$ cat config.mk
export PLATFORM = sky130hd
export DESIGN_NAME = xlat_walker
export DESIGN_NICKNAME = d
export VERILOG_FILES = /design/src/rtl/xw_pkg.sv /design/src/rtl/xw_space_sel.sv /design/src/rtl/xw_addr_gen.sv /design/src/rtl/xw_entry_chk.sv /design/src/rtl/xlat_walker.sv
export SDC_FILE = /design/constraint.sdc
export NUM_CORES = 1
export LEC_CHECK = 0
export CAP_MARGIN = 20
export CORE_AREA = 2 2 231 233
export CTS_CLUSTER_DIAMETER = 80
export DETAILED_ROUTE_END_ITERATION = 6
export DIE_AREA = 0 0 233 235
export DONT_BUFFER_PORTS = 1
export GPL_ROUTABILITY_DRIVEN = 0
export PLACE_DENSITY_LB_ADDON = 0.1
export SYNTH_ARGS = -nofsm -noshare
export SYNTH_HDL_FRONTEND = slang
export SYNTH_SLANG_ARGS = --single-unit
$ cat constraint.sdc
create_clock -name clk_i -period 6.8 [get_ports clk_i]
set_clock_uncertainty 0.05 [all_clocks]
set_input_delay 0.68 -clock clk_i [delete_from_list [all_inputs] [get_ports clk_i]]
set_output_delay 0.68 -clock clk_i [all_outputs]
set_load 0.05 [all_outputs]
$ cat src/rtl/xw_pkg.sv
`timescale 1ns/1ps
package xw_pkg;
  localparam int unsigned XW_AW         = 64;
  localparam int unsigned XW_NLVL       = 4;
  localparam int unsigned XW_LVL_W      = $clog2(XW_NLVL);
  localparam int unsigned XW_IDX_BASE   = 17;
  localparam int unsigned XW_IDX_STEP   = 11;
  localparam int unsigned XW_PT_SHIFT   = 9;
  localparam logic [XW_AW-1:0] XW_TBL_IDX_MASK = 64'h3FF8;
  localparam logic [XW_AW-1:0] XW_PT_IDX_MASK  = 64'h7F8;
  localparam logic [XW_AW-1:0] XW_PAGE_MASK    = ~64'hFFF;
  localparam logic [XW_AW-1:0] XW_PT_ORG_MASK  = ~64'h7FF;
  localparam logic [XW_AW-1:0] XW_PROT_TAG     = 64'h4;
  localparam int unsigned XW_INV_BIT     = 5;
  localparam int unsigned XW_REAL_BIT    = 6;
  localparam int unsigned XW_TYPE_LSB    = 2;
  localparam int unsigned XW_PTE_RO_BIT  = 9;
  localparam int unsigned XW_PTE_INV_BIT = 10;

  typedef enum logic [2:0] {
    XF_NONE = 3'd0, XF_SPEC = 3'd1, XF_SEG = 3'd2, XF_PAGE = 3'd3, XF_PROT = 3'd4
  } xw_fault_e;

  typedef enum logic [1:0] {XA_READ = 2'd0, XA_WRITE = 2'd1, XA_FETCH = 2'd2} xw_acc_e;

  function automatic logic [XW_AW-1:0] xw_fit_mask(input logic [XW_LVL_W-1:0] top);
    case (top)
      2'd2:    xw_fit_mask = 64'hFFE0_0000_0000_0000;
      2'd1:    xw_fit_mask = 64'hFFFF_FC00_0000_0000;
      2'd0:    xw_fit_mask = 64'hFFFF_FFFF_8000_0000;
      default: xw_fit_mask = '0;
    endcase
  endfunction
endpackage

$ cat src/rtl/xw_space_sel.sv
`timescale 1ns/1ps
module xw_space_sel
  import xw_pkg::*;
(
  input  logic [1:0]       mode_i,
  input  logic [1:0]       acc_i,
  input  logic [XW_AW-1:0] scw_pri_i,
  input  logic [XW_AW-1:0] scw_sec_i,
  input  logic [XW_AW-1:0] scw_home_i,
  output logic [XW_AW-1:0] scw_o,
  output logic [1:0]       mcode_o,
  output logic [2:0]       pmask_o
);
  always_comb begin
    scw_o   = scw_pri_i;
    mcode_o = 2'd1;
    pmask_o = 3'b111;
    case (mode_i)
      2'd2: begin
        if (acc_i == XA_FETCH) begin
          pmask_o = 3'b100;          // fetch: primary space, execute only
        end else begin
          scw_o   = scw_sec_i;
          mcode_o = 2'd2;
          pmask_o = 3'b011;
        end
      end
      2'd3: begin
        scw_o   = scw_home_i;
        mcode_o = 2'd3;
      end
      default: ;
    endcase
  end
endmodule

$ cat src/rtl/xw_addr_gen.sv
`timescale 1ns/1ps
module xw_addr_gen
  import xw_pkg::*;
#(
  parameter int unsigned NLVL  = XW_NLVL,
  parameter int unsigned LVL_W = XW_LVL_W
) (
  input  logic [XW_AW-1:0] va_i,
  input  logic [XW_AW-1:0] org_i,
  input  logic [LVL_W-1:0] lvl_i,
  input  logic             pte_i,
  output logic [XW_AW-1:0] addr_o
);
  logic [XW_AW-1:0] cand [NLVL];

  for (genvar g = 0; g < NLVL; g++) begin : g_lvl
    localparam int unsigned SH = XW_IDX_BASE + XW_IDX_STEP * g;
    assign cand[g] = org_i + ((va_i >> SH) & XW_TBL_IDX_MASK);
  end

  assign addr_o = pte_i ? org_i + ((va_i >> XW_PT_SHIFT) & XW_PT_IDX_MASK) : cand[lvl_i];
endmodule

$ cat src/rtl/xw_entry_chk.sv
`timescale 1ns/1ps
module xw_entry_chk
  import xw_pkg::*;
(
  input  logic [XW_AW-1:0]    ent_i,
  input  logic [XW_LVL_W-1:0] lvl_i,
  input  logic                pte_i,
  output xw_fault_e           fault_o,
  output logic [XW_AW-1:0]    org_o,
  output logic [XW_AW-1:0]    frame_o,
  output logic                ro_o
);
  always_comb begin
    fault_o = XF_NONE;
    if (pte_i) begin
      if (ent_i[XW_PTE_INV_BIT]) fault_o = XF_PAGE;
    end else if (ent_i[XW_INV_BIT]) begin
      fault_o = XF_SEG;
    end else if (ent_i[XW_TYPE_LSB +: XW_LVL_W] != lvl_i) begin
      fault_o = XF_SPEC;
    end
  end

  // page tables under a type-0 entry sit on 2 KiB boundaries
  assign org_o   = (lvl_i == '0) ? (ent_i & XW_PT_ORG_MASK) : (ent_i & XW_PAGE_MASK);
  assign frame_o = ent_i & XW_PAGE_MASK;
  assign ro_o    = ent_i[XW_PTE_RO_BIT];
endmodule

$ cat src/rtl/xlat_walker.sv
`timescale 1ns/1ps
module xlat_walker
  import xw_pkg::*;
#(
  parameter logic [63:0] PREFIX_LIMIT = 64'h2000
) (
  input  logic        clk_i,
  input  logic        rst_ni,
  input  logic        start_i,
  input  logic [63:0] va_i,
  input  logic [1:0]  acc_i,
  input  logic [1:0]  mode_i,
  input  logic        dat_en_i,
  input  logic [63:0] scw_pri_i,
  input  logic [63:0] scw_sec_i,
  input  logic [63:0] scw_home_i,
  input  logic [63:0] prefix_i,
  output logic        mem_req_o,
  output logic [63:0] mem_addr_o,
  input  logic        mem_rvalid_i,
  input  logic [63:0] mem_rdata_i,
  output logic        done_o,
  output logic [63:0] raddr_o,
  output logic [2:0]  perm_o,
  output logic [2:0]  fault_o,
  output logic [63:0] xword_o
);
  typedef enum logic [1:0] {S_IDLE, S_TOP, S_REQ, S_WAIT} st_e;

  st_e                 st_q, st_d;
  logic [XW_AW-1:0]    va_q, va_d, scw_q, scw_d, org_q, org_d;
  logic [1:0]          acc_q, acc_d, mcode_q, mcode_d;
  logic [2:0]          pmask_q, pmask_d;
  logic                dat_q, dat_d, pte_q, pte_d;
  logic [XW_LVL_W-1:0] lvl_q, lvl_d, top_type;

  logic [XW_AW-1:0]    sel_scw;
  logic [1:0]          sel_mcode;
  logic [2:0]          sel_pmask;
  xw_fault_e           chk_fault;
  logic [XW_AW-1:0]    chk_org, chk_frame;
  logic                chk_ro;

  logic                fin;
  xw_fault_e           fin_flt;
  logic [XW_AW-1:0]    fin_ra;
  logic [2:0]          fin_perm;

  logic                done_q;
  logic [XW_AW-1:0]    raddr_q, xword_q;
  logic [2:0]          perm_q, fault_q;

  xw_space_sel i_sel (
    .mode_i(mode_i), .acc_i(acc_i),
    .scw_pri_i(scw_pri_i), .scw_sec_i(scw_sec_i), .scw_home_i(scw_home_i),
    .scw_o(sel_scw), .mcode_o(sel_mcode), .pmask_o(sel_pmask)
  );

  xw_addr_gen i_agen (
    .va_i(va_q), .org_i(org_q), .lvl_i(lvl_q), .pte_i(pte_q), .addr_o(mem_addr_o)
  );

  xw_entry_chk i_echk (
    .ent_i(mem_rdata_i), .lvl_i(lvl_q), .pte_i(pte_q),
    .fault_o(chk_fault), .org_o(chk_org), .frame_o(chk_frame), .ro_o(chk_ro)
  );

  assign top_type  = scw_q[XW_TYPE_LSB +: XW_LVL_W];
  assign mem_req_o = (st_q == S_REQ);

  always_comb begin
    st_d = st_q;  va_d = va_q;  scw_d = scw_q;  org_d = org_q;
    acc_d = acc_q;  mcode_d = mcode_q;  pmask_d = pmask_q;
    dat_d = dat_q;  pte_d = pte_q;  lvl_d = lvl_q;
    fin = 1'b0;  fin_flt = XF_NONE;  fin_ra = '0;  fin_perm = '0;
    case (st_q)
      S_IDLE: if (start_i) begin
        va_d    = va_i & XW_PAGE_MASK;
        acc_d   = acc_i;
        dat_d   = dat_en_i;
        scw_d   = sel_scw;
        mcode_d = sel_mcode;
        pmask_d = sel_pmask;
        st_d    = S_TOP;
      end
      S_TOP: begin
        if (!dat_q) begin
          fin = 1'b1;  fin_ra = va_q;  fin_perm = 3'b111;
        end else if (|(va_q & xw_fit_mask(top_type))) begin
          fin = 1'b1;  fin_flt = XF_SPEC;
        end else if (scw_q[XW_INV_BIT]) begin
          fin = 1'b1;  fin_flt = XF_SEG;
        end else if (scw_q[XW_REAL_BIT]) begin
          fin = 1'b1;  fin_ra = va_q;  fin_perm = pmask_q;
        end else begin
          lvl_d = top_type;
          pte_d = 1'b0;
          org_d = scw_q & XW_PAGE_MASK;
          st_d  = S_REQ;
        end
      end
      S_REQ: st_d = S_WAIT;
      S_WAIT: if (mem_rvalid_i) begin
        if (chk_fault != XF_NONE) begin
          fin = 1'b1;  fin_flt = chk_fault;
        end else if (pte_q) begin
          if (acc_q == XA_WRITE && chk_ro) begin
            fin = 1'b1;  fin_flt = XF_PROT;
          end else begin
            fin = 1'b1;  fin_ra = chk_frame;  fin_perm = {1'b1, !chk_ro, 1'b1} & pmask_q;
          end
        end else begin
          org_d = chk_org;
          st_d  = S_REQ;
          if (lvl_q == '0) pte_d = 1'b1;
          else             lvl_d = lvl_q - XW_LVL_W'(1);
        end
      end
      default: st_d = S_IDLE;
    endcase
    if (fin) st_d = S_IDLE;
  end

  always_ff @(posedge clk_i or negedge rst_ni) begin
    if (!rst_ni) begin
      st_q <= S_IDLE;  va_q <= '0;  scw_q <= '0;  org_q <= '0;
      acc_q <= '0;  mcode_q <= '0;  pmask_q <= '0;
      dat_q <= 1'b0;  pte_q <= 1'b0;  lvl_q <= '0;
      done_q <= 1'b0;  raddr_q <= '0;  xword_q <= '0;  perm_q <= '0;  fault_q <= '0;
    end else begin
      st_q <= st_d;  va_q <= va_d;  scw_q <= scw_d;  org_q <= org_d;
      acc_q <= acc_d;  mcode_q <= mcode_d;  pmask_q <= pmask_d;
      dat_q <= dat_d;  pte_q <= pte_d;  lvl_q <= lvl_d;
      done_q <= fin;
      if (fin) begin
        fault_q <= fin_flt;
        if (fin_flt == XF_NONE) begin
          raddr_q <= (fin_ra < PREFIX_LIMIT) ? fin_ra + prefix_i : fin_ra;
          perm_q  <= fin_perm;
          xword_q <= '0;
        end else begin
          raddr_q <= '0;
          perm_q  <= '0;
          xword_q <= va_q | XW_AW'(mcode_q) | ((fin_flt == XF_PROT) ? XW_PROT_TAG : '0);
        end
      end
    end
  end

  assign done_o  = done_q;
  assign raddr_o = raddr_q;
  assign perm_o  = perm_q;
  assign fault_o = fault_q;
  assign xword_o = xword_q;
endmodule

Yosys cells after proc, flatten, opt, wreduce, memory -nomap -nowiden:

Index checks and enable logic that the tools add are counted.

* bitwise logic cells: 5
* mux-type cells: 93
* reduce and logical (&&, ||, !) cells: 14
* $lt $le $gt $ge: 2
* equal/unequal tests: 27
* add/sub/neg operators: 7

Operator list (count)
* $mux 64: 24
* $pmux 64 s2: 3
* $add 64x14->64: 4
* $pmux 64 s3: 1
* $bmux 64 s2: 1
* $add 64x11->64: 1
* $add 64x64->64: 1
* $and 64x64->64: 1
* $lt 64x14->1 const B: 1
* $or 64x2->64: 1
* $or 64x3->64: 1
* $reduce_or 64->1: 1
* $mux 3: 18
* $mux 2: 22
* $ne 3x3->1 const B: 8
* $mux 1: 16
* $ne 2x2->1 const B: 8
* $reduce_and 8->1: 2
* $eq 2x2->1 const B: 6
* $mux 12: 1
* $pmux 3 s2: 2
* $reduce_and 9->1: 1
* $pmux 2 s2: 2
* $pmux 2 s4: 1
* 16 further kinds: 21

* output and inout port bits: 200
* register bits: 328

Depth between registers and ports, before layout:

Gate-level depths: netlist of the first run.

* depth after elaboration: 13
* depth in mapped cells: 24
* mapped depth without buffers: 21

Cells and area by module:

A second synthesis of the first run with hierarchy kept.

* cell total of the unflattened synthesis: 2640
* area, all modules: 23906.7 um^2

Modules (own cells, without submodules)
* xlat_walker: cells each 1809, times used 1, area an instance 17540.6 um^2
* xw_addr_gen: cells each 537, times used 1, area an instance 4000.1 um^2
* xw_space_sel: cells each 156, times used 1, area an instance 1340.0 um^2
* xw_entry_chk: cells each 138, times used 1, area an instance 1026.0 um^2

Worst setup path before layout of the first run:

OpenSTA, ideal clock, no wires.

* path type: reg-to-reg
* start point: register va_q[31]
* end point: register raddr_q[57] (netlist: raddr_o[57])
* cell stages (with the launch flop): 25
* required time: 6.624 ns
* arrival: 5.571 ns
* path slack: 1.053 ns
* library setup time: 0.126 ns
* clock period less this slack: 5.747 ns
* path through: dfrtp_1 nor4_1 nand3_1 o31a_1 o21ai_2 nand2_1 nand2b_1 clkbuf_1 clkbuf_1 a22o_1 ha_1 clkbuf_1 o2111a_1 a211oi_2 nor3_1 a221o_1 a31o_1 maj3_2 a211o_1 a211oi_2 o31ai_4 a2111oi_4 o31ai_1 xnor2_1 a221o_1

* longest elaborated chain between the ends: 8

Ends and longest elaborated chain
* start, declared: RTL line xlat_walker.sv:31 `logic [XW_AW-1:0] va_q, va_d, scw_q, scw_d, org_q, org_d;`
* start signal, assigned: RTL line xlat_walker.sv:131 `st_q <= st_d; va_q <= va_d; scw_q <= scw_d; org_q <= org_d;`
* $and 64x64->64 or $mux 64 (tied branches): RTL line xlat_walker.sv:89, xlat_walker.sv:93
* $reduce_or 64->1 or $mux 64 (tied branches): RTL line xlat_walker.sv:89, xlat_walker.sv:91
* $mux 64: RTL line xlat_walker.sv:89 `end else if (|(va_q & xw_fit_mask(top_type))) begin`
* $mux 64: RTL line xlat_walker.sv:87 `if (!dat_q) begin`
* $pmux 64 s2: RTL line xlat_walker.sv:76 `case (st_q)`
* $add 64x64->64 or $lt 64x14->1 (tied branches): RTL line xlat_walker.sv:138 `raddr_q <= (fin_ra < PREFIX_LIMIT) ? fin_ra + prefix_i : fin_ra;`
* $mux 64: RTL line xlat_walker.sv:138
* $mux 64: RTL line xlat_walker.sv:137 `if (fin_flt == XF_NONE) begin`
* end signal, assigned: RTL line xlat_walker.sv:138
* end, declared: RTL line xlat_walker.sv:50 `logic [XW_AW-1:0] raddr_q, xword_q;`

Parallel ways exist; a longest one is shown, timed or not.
A chain may end at the register's enable or synchronous reset.

Final worst setup path of the first run:

* start point: register va_q[28]
* end point: output mem_addr_o[63]

* longest elaborated chain between the ends: 5

Ends and longest elaborated chain
* $add 64x14->64: RTL line xw_addr_gen.sv:18 `assign cand[g] = org_i + ((va_i >> SH) & XW_TBL_IDX_MASK);`
* $bmux 64 s2: RTL line xw_addr_gen.sv:21 `assign addr_o = pte_i ? org_i + ((va_i >> XW_PT_SHIFT) & XW_PT_IDX_MASK) : cand[lvl_i];`
* $mux 64 (implied by the code) (2 in series): RTL line xw_addr_gen.sv:21
* $mux 64: RTL line xw_addr_gen.sv:21
* end, declared: RTL line xlat_walker.sv:19 `output logic [63:0] mem_addr_o,`

Every way passes these cells. The select of a mux whose other input is x is not followed.

==> run summary, run 1 <==
In the routed design, unresolved DRC markers number 0. Before antenna repair, the detailed router went through 5 iterations. At the end of the flow, the number of nets in the layout was 2,510.

Buffers placed on the I/O ports in this run total 0. Setup slack on the critical path of the routed design comes to 0.507 ns. For the area of the die, the log shows 54,800 µm².

The tools report the kind of launch point of the worst setup path as a flip-flop. After floorplanning, the core was sized to cover 52,200 µm². The unique cell type count in the Yosys netlist is 89. In this run the critical register-to-register path is launched from va_q[59]$_DFFE_PN0P_. In this run the critical register-to-register path is captured at raddr_o[57]$_DFFE_PN0P_. Buffers inserted during clock tree synthesis total 38.

The worst register-to-register path has a setup slack of 0.63 ns. Across the run, the number of max-cap violations was 0. The final critical-path share of the clock period came out at 0.926.

Setup repair after global routing left no endpoint under its margin. The run gives 116,000 µm as the wire length of the first global-routing pass. The area added between synthesis and finish is 11.7%, and the number of buffers on the longest clock path is 3.

The detail-routed via count per cell works out to 5.95. The maximum ir drop on the vdd rail was 0.233 mV; the number of instances resized during post-cts repair was 0. The fraction of final layout cells sized beyond drive strength 1 works out to 0.0889.

Summing all multi-input logic gate instances after layout gives 10,400 µm². Total negative setup slack: 0 ns. The number of antenna violations at the first check in global routing was 8; the count of flip-flops with a built-in enable after synthesis was 0.

The initial core utilization is 0.355. The tools report the pin count of the biggest net entering global routing as 300. Setup violations remaining at the end of the flow were counted as 0. The tools report the post-CTS repair timing setup buffer count as 0.

The library cell used most frequently in the layout, excluding fill and tap cells, is sky130_fd_sc_hd__nand2_1. The tools report the sequential share of the synthesized area as 0.403. The count of cells in the finished layout, fillers not included, comes to 2,776. The final core utilization came out at 0.397.

Measured along the x axis, the die boundary spans 233 µm. The sum of overflow across all layers after global routing was 0; the worst endpoint required time was 6.07 ns. From bottom edge to top edge, the die measures 235 µm. Once detail routing completed, the nets flagged for antenna violations numbered 0. The checks that failed: hold timing. Clock-pin slew was measured on the worst setup and hold paths at 0.06 ns. Static timing analysis puts the maximum clock frequency at 159 MHz. For the TritonCTS sink count, the log shows 299. The commonest register cell after synthesis is sky130_fd_sc_hd__dfrtp_1. Traced cell by cell, the critical path runs through ha_1 -> inv_1 -> fa_1 -> inv_1 -> a21oi_1 -> mux4_2 -> or3b_2 -> nor2_1 -> nand4_1 -> nor2_1 -> and3_1 -> nor2b_1 -> nand2_1 -> nor3_1 -> xor2_1 -> buf_4. The register cell area after layout was 7480 µm².

For this design the ratio of total power to cell area is 543 nW/µm². The tools report the final-layout worst hold slack as -0.225 ns. The worst path in the final design needs a cycle of 6.29 ns, including I/O delays and setup. The area share of the largest cell type after synthesis was 0.403; the synthesized netlist cell count was 2,094. The proportion of synthesized flip-flops having asynchronous set or reset was 1.00; the via count of the first global-routing pass was 16,200. The run finished, with violations left.

Including well taps, the total number of placed cells is 2,701. The largest stage delay on the critical path was 0.64 ns; the transition time at the pin with the least slew margin was 1.38 ns. The Yosys step of the flow raised 0 warnings. Dividing the detail-routed wire length by the instance count gives 29.3 µm. The logs give 0.291 for the total track usage and 137 for the number of endpoints with negative hold slack in the final report. The top-level port count was 593; the static leakage was 0.00930 µW. Worst slew slack as a fraction of its limit: 0.0787. Sorting the synthesized cells by area gives the leading types as sky130_fd_sc_hd__dfrtp_1 (40%), sky130_fd_sc_hd__nand2_1 (8.3%), sky130_fd_sc_hd__a21oi_1 (4.5%). In this run the worst hold path is classified as in -> async. The CTS root buffer was sky130_fd_sc_hd__clkbuf_16. OpenSTA, run right after detailed placement, puts the worst setup slack at 0.667 ns. The later pin in the worst-skew pair is clocked with a latency of 0.56 ns. STA puts the critical path data arrival time at 5.56 ns. The number of slew-limit violations in the final report came out at 0.

The cell area that synthesis handed to floorplanning was 18,600 µm². Wires add up to 81,200 µm. The logic depth of the worst register-to-register path is 20. TritonCTS built the clock tree. After legalization and detailed placement, the total HPWL measured 63,400 µm. The type of destination of the critical path is an output pin.

The maximum fanout count along the critical path was 5. By startpoint and endpoint, the worst setup path is classified as reg -> out. Initial DRC count: 1,517. Of all cell types, the one taking the most synthesized area is sky130_fd_sc_hd__dfrtp_1. The library cells used most frequently in the layout, excluding fill and tap cells, are sky130_fd_sc_hd__nand2_1 (411), sky130_fd_sc_hd__dfrtp_1 (299), sky130_fd_sc_hd__a21oi_1 (168), sky130_fd_sc_hd__o21ai_0 (125), sky130_fd_sc_hd__nor2_1 (116). Dividing the synthesized area by the synthesized cell count gives 8.87 µm².

Row generation in the floorplan step produced 84 rows. The vias after detailed routing was 16,500; the total of flip-flops plus latches after synthesis was 299. The H-tree depth is 2. The number of filler cells placed in the layout was 5,240.

The slowest stage of the critical path belongs to the cell sky130_fd_sc_hd__dfrtp_1.
where the power goes:
group	internal [µW]	total, µW	switching [µW]
combinational	1690	4770	3080
sequential	2470	4310	1830
clock	1330	2170	839
cells in the mapped netlist (all sizes together), types with 41 or more instances:
cell type	n
xnor2	67
a21oi	168
mux2i	57
a21o	43
dfrtp	299
nor2	116
o21ai	135
a22oi	47
clkbuf	127
ha	59
a22o	68
a221o	55
xor2	41
nand2	412
cell families after synthesis:
kind of cell	count (synthesis)	share of synthesized area
simple gates	732	0.176
compound gates	613	0.227
flops	299	0.403
buf+inv	190	0.0415
xor+xnor	108	0.0514
mux	80	0.0526
fa+ha+maj	71	0.0485
other cells	1	0.000202
worst max path at each step:
stage / depth (start not counted) / endpoint / startpoint / slack, ns
after floorplan: 24 / raddr_o[57]$_DFFE_PN0P_ / va_q[31]$_DFFE_PN0P_ / 1.05
after global placement: 20 / raddr_o[57]$_DFFE_PN0P_ / va_q[59]$_DFFE_PN0P_ / 0.71
after detailed placement: 20 / raddr_o[57]$_DFFE_PN0P_ / va_q[59]$_DFFE_PN0P_ / 0.67
after CTS: 16 / mem_addr_o[63] / va_q[28]$_DFFE_PN0P_ / 0.39
after global routing: 16 / mem_addr_o[59] / va_q[28]$_DFFE_PN0P_ / 0.22
final: 16 / mem_addr_o[63] / va_q[28]$_DFFE_PN0P_ / 0.51
final cells by class:
type / count / share of cell area
Timing Repair Buffer: 68 / 0.0252
Tap cell: 688 / 0.0415
Sequential cell: 299 / 0.361
Inverter: 31 / 0.00561
Antenna cell: 6 / 0.000724
Clock buffer: 54 / 0.0536
Multi-Input combinational cell: 1616 / 0.502
Clock inverter: 14 / 0.0103
sequential cells by signal (all words and copies together), names as in the netlist, 2 cells and up, named ones only:
name	cells
acc_q	2
pmask_q	2
mcode_q	2
raddr_o	64
fault_o	3
va_q	52
xword_o	55
scw_q	56
lvl_q	2
org_q	53
perm_o	3
layer usage:
| layer | vias up | track usage | part of all wire |
|---|---|---|---|
| met3 | 124 | 0.0744 | 0.085 |
| met1 | 8199 | 0.367 | 0.40 |
| met4 | 8 | 0.109 | 0.038 |
| met5 | - | 0 | 0.00073 |
| met2 | 716 | 0.478 | 0.47 |
| li1 | 7469 | - | - |
metrics by stage:
stage | cell area, µm² | power [µW]
final | 20700 | 11300
after global routing | 20700 | 11900
after CTS | 20700 | 11300
after detailed placement | 19400 | 9090
after global placement | 19300 | 9010
after floorplan | 18600 | 7450
worst max-delay path, delay by kind of cell, from the launching register on:
kind | cells | cell delay, ns
buf+inv | 3 | 0.35
compound gates | 1 | 0.07
flops | 1 | 0.64
simple gates | 8 | 2.58
fa+ha+maj | 2 | 0.68
xor+xnor | 1 | 0.17
mux | 1 | 0.49
Power figures use the tool's default switching activity.
==> run 2: changes to the inputs <==
--- a/config.mk
+++ b/config.mk
@@ -12,7 +12,7 @@
 export DIE_AREA = 0 0 233 235
 export DONT_BUFFER_PORTS = 1
 export GPL_ROUTABILITY_DRIVEN = 0
-export PLACE_DENSITY_LB_ADDON = 0.1
+export PLACE_DENSITY = 0.53
 export SYNTH_ARGS = -nofsm -noshare
 export SYNTH_HDL_FRONTEND = slang
 export SYNTH_SLANG_ARGS = --single-unit
==> run 2 against run 1 <==
The run still ends with hold timing left. Combinational power hardly changed. Highest routed layer unchanged. Fmax decreased by 1.0%. Core utilization is 0.15 points higher. Total power grew 0.92%. Register-to-register slack worse by 0.10 ns. Die area unchanged.
==> run summary, run 2 (synthesized netlist as in run 1, its figures left out) <==
The run finished, with violations left. Setup repair after global routing left no endpoint under its margin. Leaving out fill and tap cells, the most frequent cell in the layout is sky130_fd_sc_hd__nand2_1. On the critical path, the stage with the largest delay is an instance of sky130_fd_sc_hd__dfrtp_1. The data arrival at the endpoint of the critical path is 5.63 ns. STA classifies the critical path endpoint as an output pin.

Derived from the worst setup path, the maximum achievable clock frequency is 157 MHz. The die covers 54,800 µm². The tools report the count of final setup violators as 0. The final reports fail on hold timing. After detailed routing, the total wire length is 80,500 µm. In the final routed layout, each cell accounts on average for 28.9 µm.

The count of nets left with antenna violations once routing finished came out at 0. The number of buffers on the longest clock path is 3. The first global-routing pass estimated 115,000 µm of wire. The static leakage is 0.00931 µW, and the pin count of the biggest net entering global routing is 300. The detail-routed via count per cell came out at 6.00.

The routed layout has 16,700 vias. The sum of net half-perimeters after detailed placement was 62,600 µm; the transition time at the pin with the least slew margin was 1.18 ns. The run gives 299 as the TritonCTS sink count.

The largest single stage delay on the critical path is 0.65 ns. Across the VDD grid, the largest voltage drop is 0.264 mV. The highest layer touched by signal routing is met5.

The register with the most flip-flops in the layout has 64 of them. The tools report the number of antenna violations at the first check in global routing as 14. Once the clock tree was built, the resizer swapped 0 gates to a different size.

The area of the core is 52,200 µm², and the total negative setup slack is 0 ns. The clock period minus final worst setup slack is 6.36 ns, and the met1 routed wirelength after detailed routing is 31,400 µm. The count of unresolved DRC violations after routing came out at 0. The number of buffer cells added on primary ports is 0.

The run gives -0.222 ns as the final-layout worst hold slack. The run gives 0.288 as the total track usage. For the setup slack of the critical path after layout, the log shows 0.442 ns. After detailed placement, the design holds a cell count of 2,703. The final critical-path share of the clock period works out to 0.935. After the first detailed-routing iteration, the DRC count stood at 1,491. After the flow finishes, the layout carries non-filler instances totaling 2,783. Across the run, the number of max-cap violations was 0. Clock latency on the worst-skew pair, taken at its later pin, is 0.58 ns.

CTS placed an instance of sky130_fd_sc_hd__clkbuf_16 at the clock tree root. Worst setup slack after placement: 0.713 ns. For the initial core utilization, the log shows 0.355. After filler insertion, the fill cell instance count of the layout stands at 5,243. Walking the worst path, the cells encountered are ha_1 -> inv_1 -> fa_1 -> inv_1 -> a21oi_1 -> mux4_2 -> or3b_2 -> nor2_1 -> nand4_1 -> nor2_1 -> and3_1 -> nor2b_1 -> nand2_1 -> nor3_1 -> xor2_1 -> buf_4. For the number of slew-limit violations in the final report, the log shows 0. The critical path is of the reg -> out type. The sum of overflow across all layers after global routing was 0; the worst endpoint required time was 6.07 ns.

The post-CTS clock slew at the launch and capture registers of the worst setup and hold paths works out to 0.06 ns. The top cell types in the final layout, fill and taps aside, are sky130_fd_sc_hd__nand2_1 (411), sky130_fd_sc_hd__dfrtp_1 (299), sky130_fd_sc_hd__a21oi_1 (168), sky130_fd_sc_hd__o21ai_0 (125), sky130_fd_sc_hd__nor2_1 (116). The path class of the tightest hold or removal check is in -> async. The cell class contributing the biggest share of worst-path delay was simple AND/OR/NAND/NOR gates. For this design the top-level I/O count stands at 593. The run gives 0 as the post-CTS repair timing setup buffer count. The area added between synthesis and finish is 12.1%.

The sum of buffers and inverters on the critical path is 3, and the number of endpoints with negative hold slack in the final report is 299. The number of nets in the layout is 2,512, and the die boundary width is 233 µm. The routed design uses 37,900 µm of met2 wire. Row generation in the floorplan step produced 84 rows. TritonCTS built the clock tree.

The maximum fanout count along the critical path is 9, and the overall die height is 235 µm. The tools report the kind of launch point of the worst setup path as a flip-flop. The fraction of final layout cells sized beyond drive strength 1 came out at 0.0892. The number of buffers created by CTS is 39. The areal power density over the cells works out to 546 nW/µm².

The H-tree depth is 2. Summed over all nets, wire length on met3 after detailed routing comes to 7280 µm. The via count of the first global-routing pass came out at 16,400.

The tools report the worst slew slack as a fraction of its limit as 0.210. For this run, the detailed router's first-pass iteration total came to 6.
[run 2: cell types whose count changed in the layout (fill, tap and decap cells not counted), moves of 2 or more]
cell	previous run	this run
sky130_fd_sc_hd__bufinv_16	5	7
sky130_fd_sc_hd__clkinv_2	7	3
sky130_fd_sc_hd__clkinv_8	0	2
sky130_fd_sc_hd__diode_2	6	10
[run 2: where the power goes]
| group | total [µW] | internal [µW] | switching, µW |
|---|---|---|---|
| clock | 2270 | 1410 | 860 |
| sequential | 4290 | 2470 | 1820 |
| combinational | 4800 | 1700 | 3100 |
| total | 11400 | 5580 | 5770 |
[run 2: layer usage]
layer	up-vias	global-route usage
met2	774	0.466
met3	166	0.0845
met1	8259	0.355
li1	7486	-
met5	-	0
met4	8	0.128
[run 2: path summary, 6_finish.rpt]
path | end | cells after the start | start | slack, ns
worst max-delay path | mem_addr_o[63] | 16 | va_q[28]$_DFFE_PN0P_ | 0.44
worst min-delay path | raddr_o[39]$_DFFE_PN0P_ | 0 | rst_ni | -0.22
worst max register to register | raddr_o[57]$_DFFE_PN0P_ | 21 | va_q[31]$_DFFE_PN0P_ | 0.53
worst min register to register | acc_q[1]$_DFFE_PN0P_ | 2 | acc_q[1]$_DFFE_PN0P_ | 0.43
max in group asynchronous | scw_q[14]$_DFFE_PN0P_ | 0 | rst_ni | 6.34
min in group clk_i | st_q[0]$_DFFE_PN0P_ | 1 | mem_rvalid_i | 0.14
[run 2: layout make-up]
cell class | instances | area (µm²) | area share
clock inverter | 16 | 292 | 0.0140
multi-input combinational | 1616 | 10400 | 0.500
inverter | 31 | 116 | 0.00559
tap | 688 | 861 | 0.0414
sequential | 299 | 7480 | 0.360
clock buffer | 54 | 1100 | 0.0530
timing repair buffer | 69 | 522 | 0.0251
antenna | 10 | 25.0 | 0.00120
[run 2: per-stage QoR]
| step | util | hold WS, ns | instance area [µm²] | total power, µW |
|---|---|---|---|---|
| final | 0.398 | -0.222 | 20800 | 11400 |
| after global routing | 0.398 | -0.261 | 20800 | 12000 |
| after CTS | 0.398 | -0.249 | 20800 | 11400 |
| after detailed placement | 0.371 | 0.354 | 19400 | 9090 |
| after global placement | 0.370 | 0.347 | 19300 | 8980 |
| after floorplan | - | 0.334 | 18600 | 7450 |
[run 2: worst reg2reg max path: stages, from the launching register on]
cell and delay, ns:
sky130_fd_sc_hd__dfrtp_1 0.54, sky130_fd_sc_hd__nor4_1 0.36, sky130_fd_sc_hd__nand3_1 0.16, sky130_fd_sc_hd__o31a_1 0.34, sky130_fd_sc_hd__o21ai_2 0.18, sky130_fd_sc_hd__nand2_1 0.09
sky130_fd_sc_hd__nand2b_1 0.18, sky130_fd_sc_hd__buf_4 0.44, sky130_fd_sc_hd__a22o_1 0.27, sky130_fd_sc_hd__ha_1 0.30, sky130_fd_sc_hd__a21oi_1 0.22, sky130_fd_sc_hd__o21bai_1 0.10
sky130_fd_sc_hd__a221o_1 0.34, sky130_fd_sc_hd__a31o_1 0.22, sky130_fd_sc_hd__maj3_2 0.34, sky130_fd_sc_hd__a211o_1 0.39, sky130_fd_sc_hd__a211oi_2 0.36, sky130_fd_sc_hd__o31ai_4 0.14
sky130_fd_sc_hd__a2111oi_4 0.49, sky130_fd_sc_hd__o31ai_1 0.18, sky130_fd_sc_hd__xnor2_1 0.15, sky130_fd_sc_hd__a221o_1 0.31
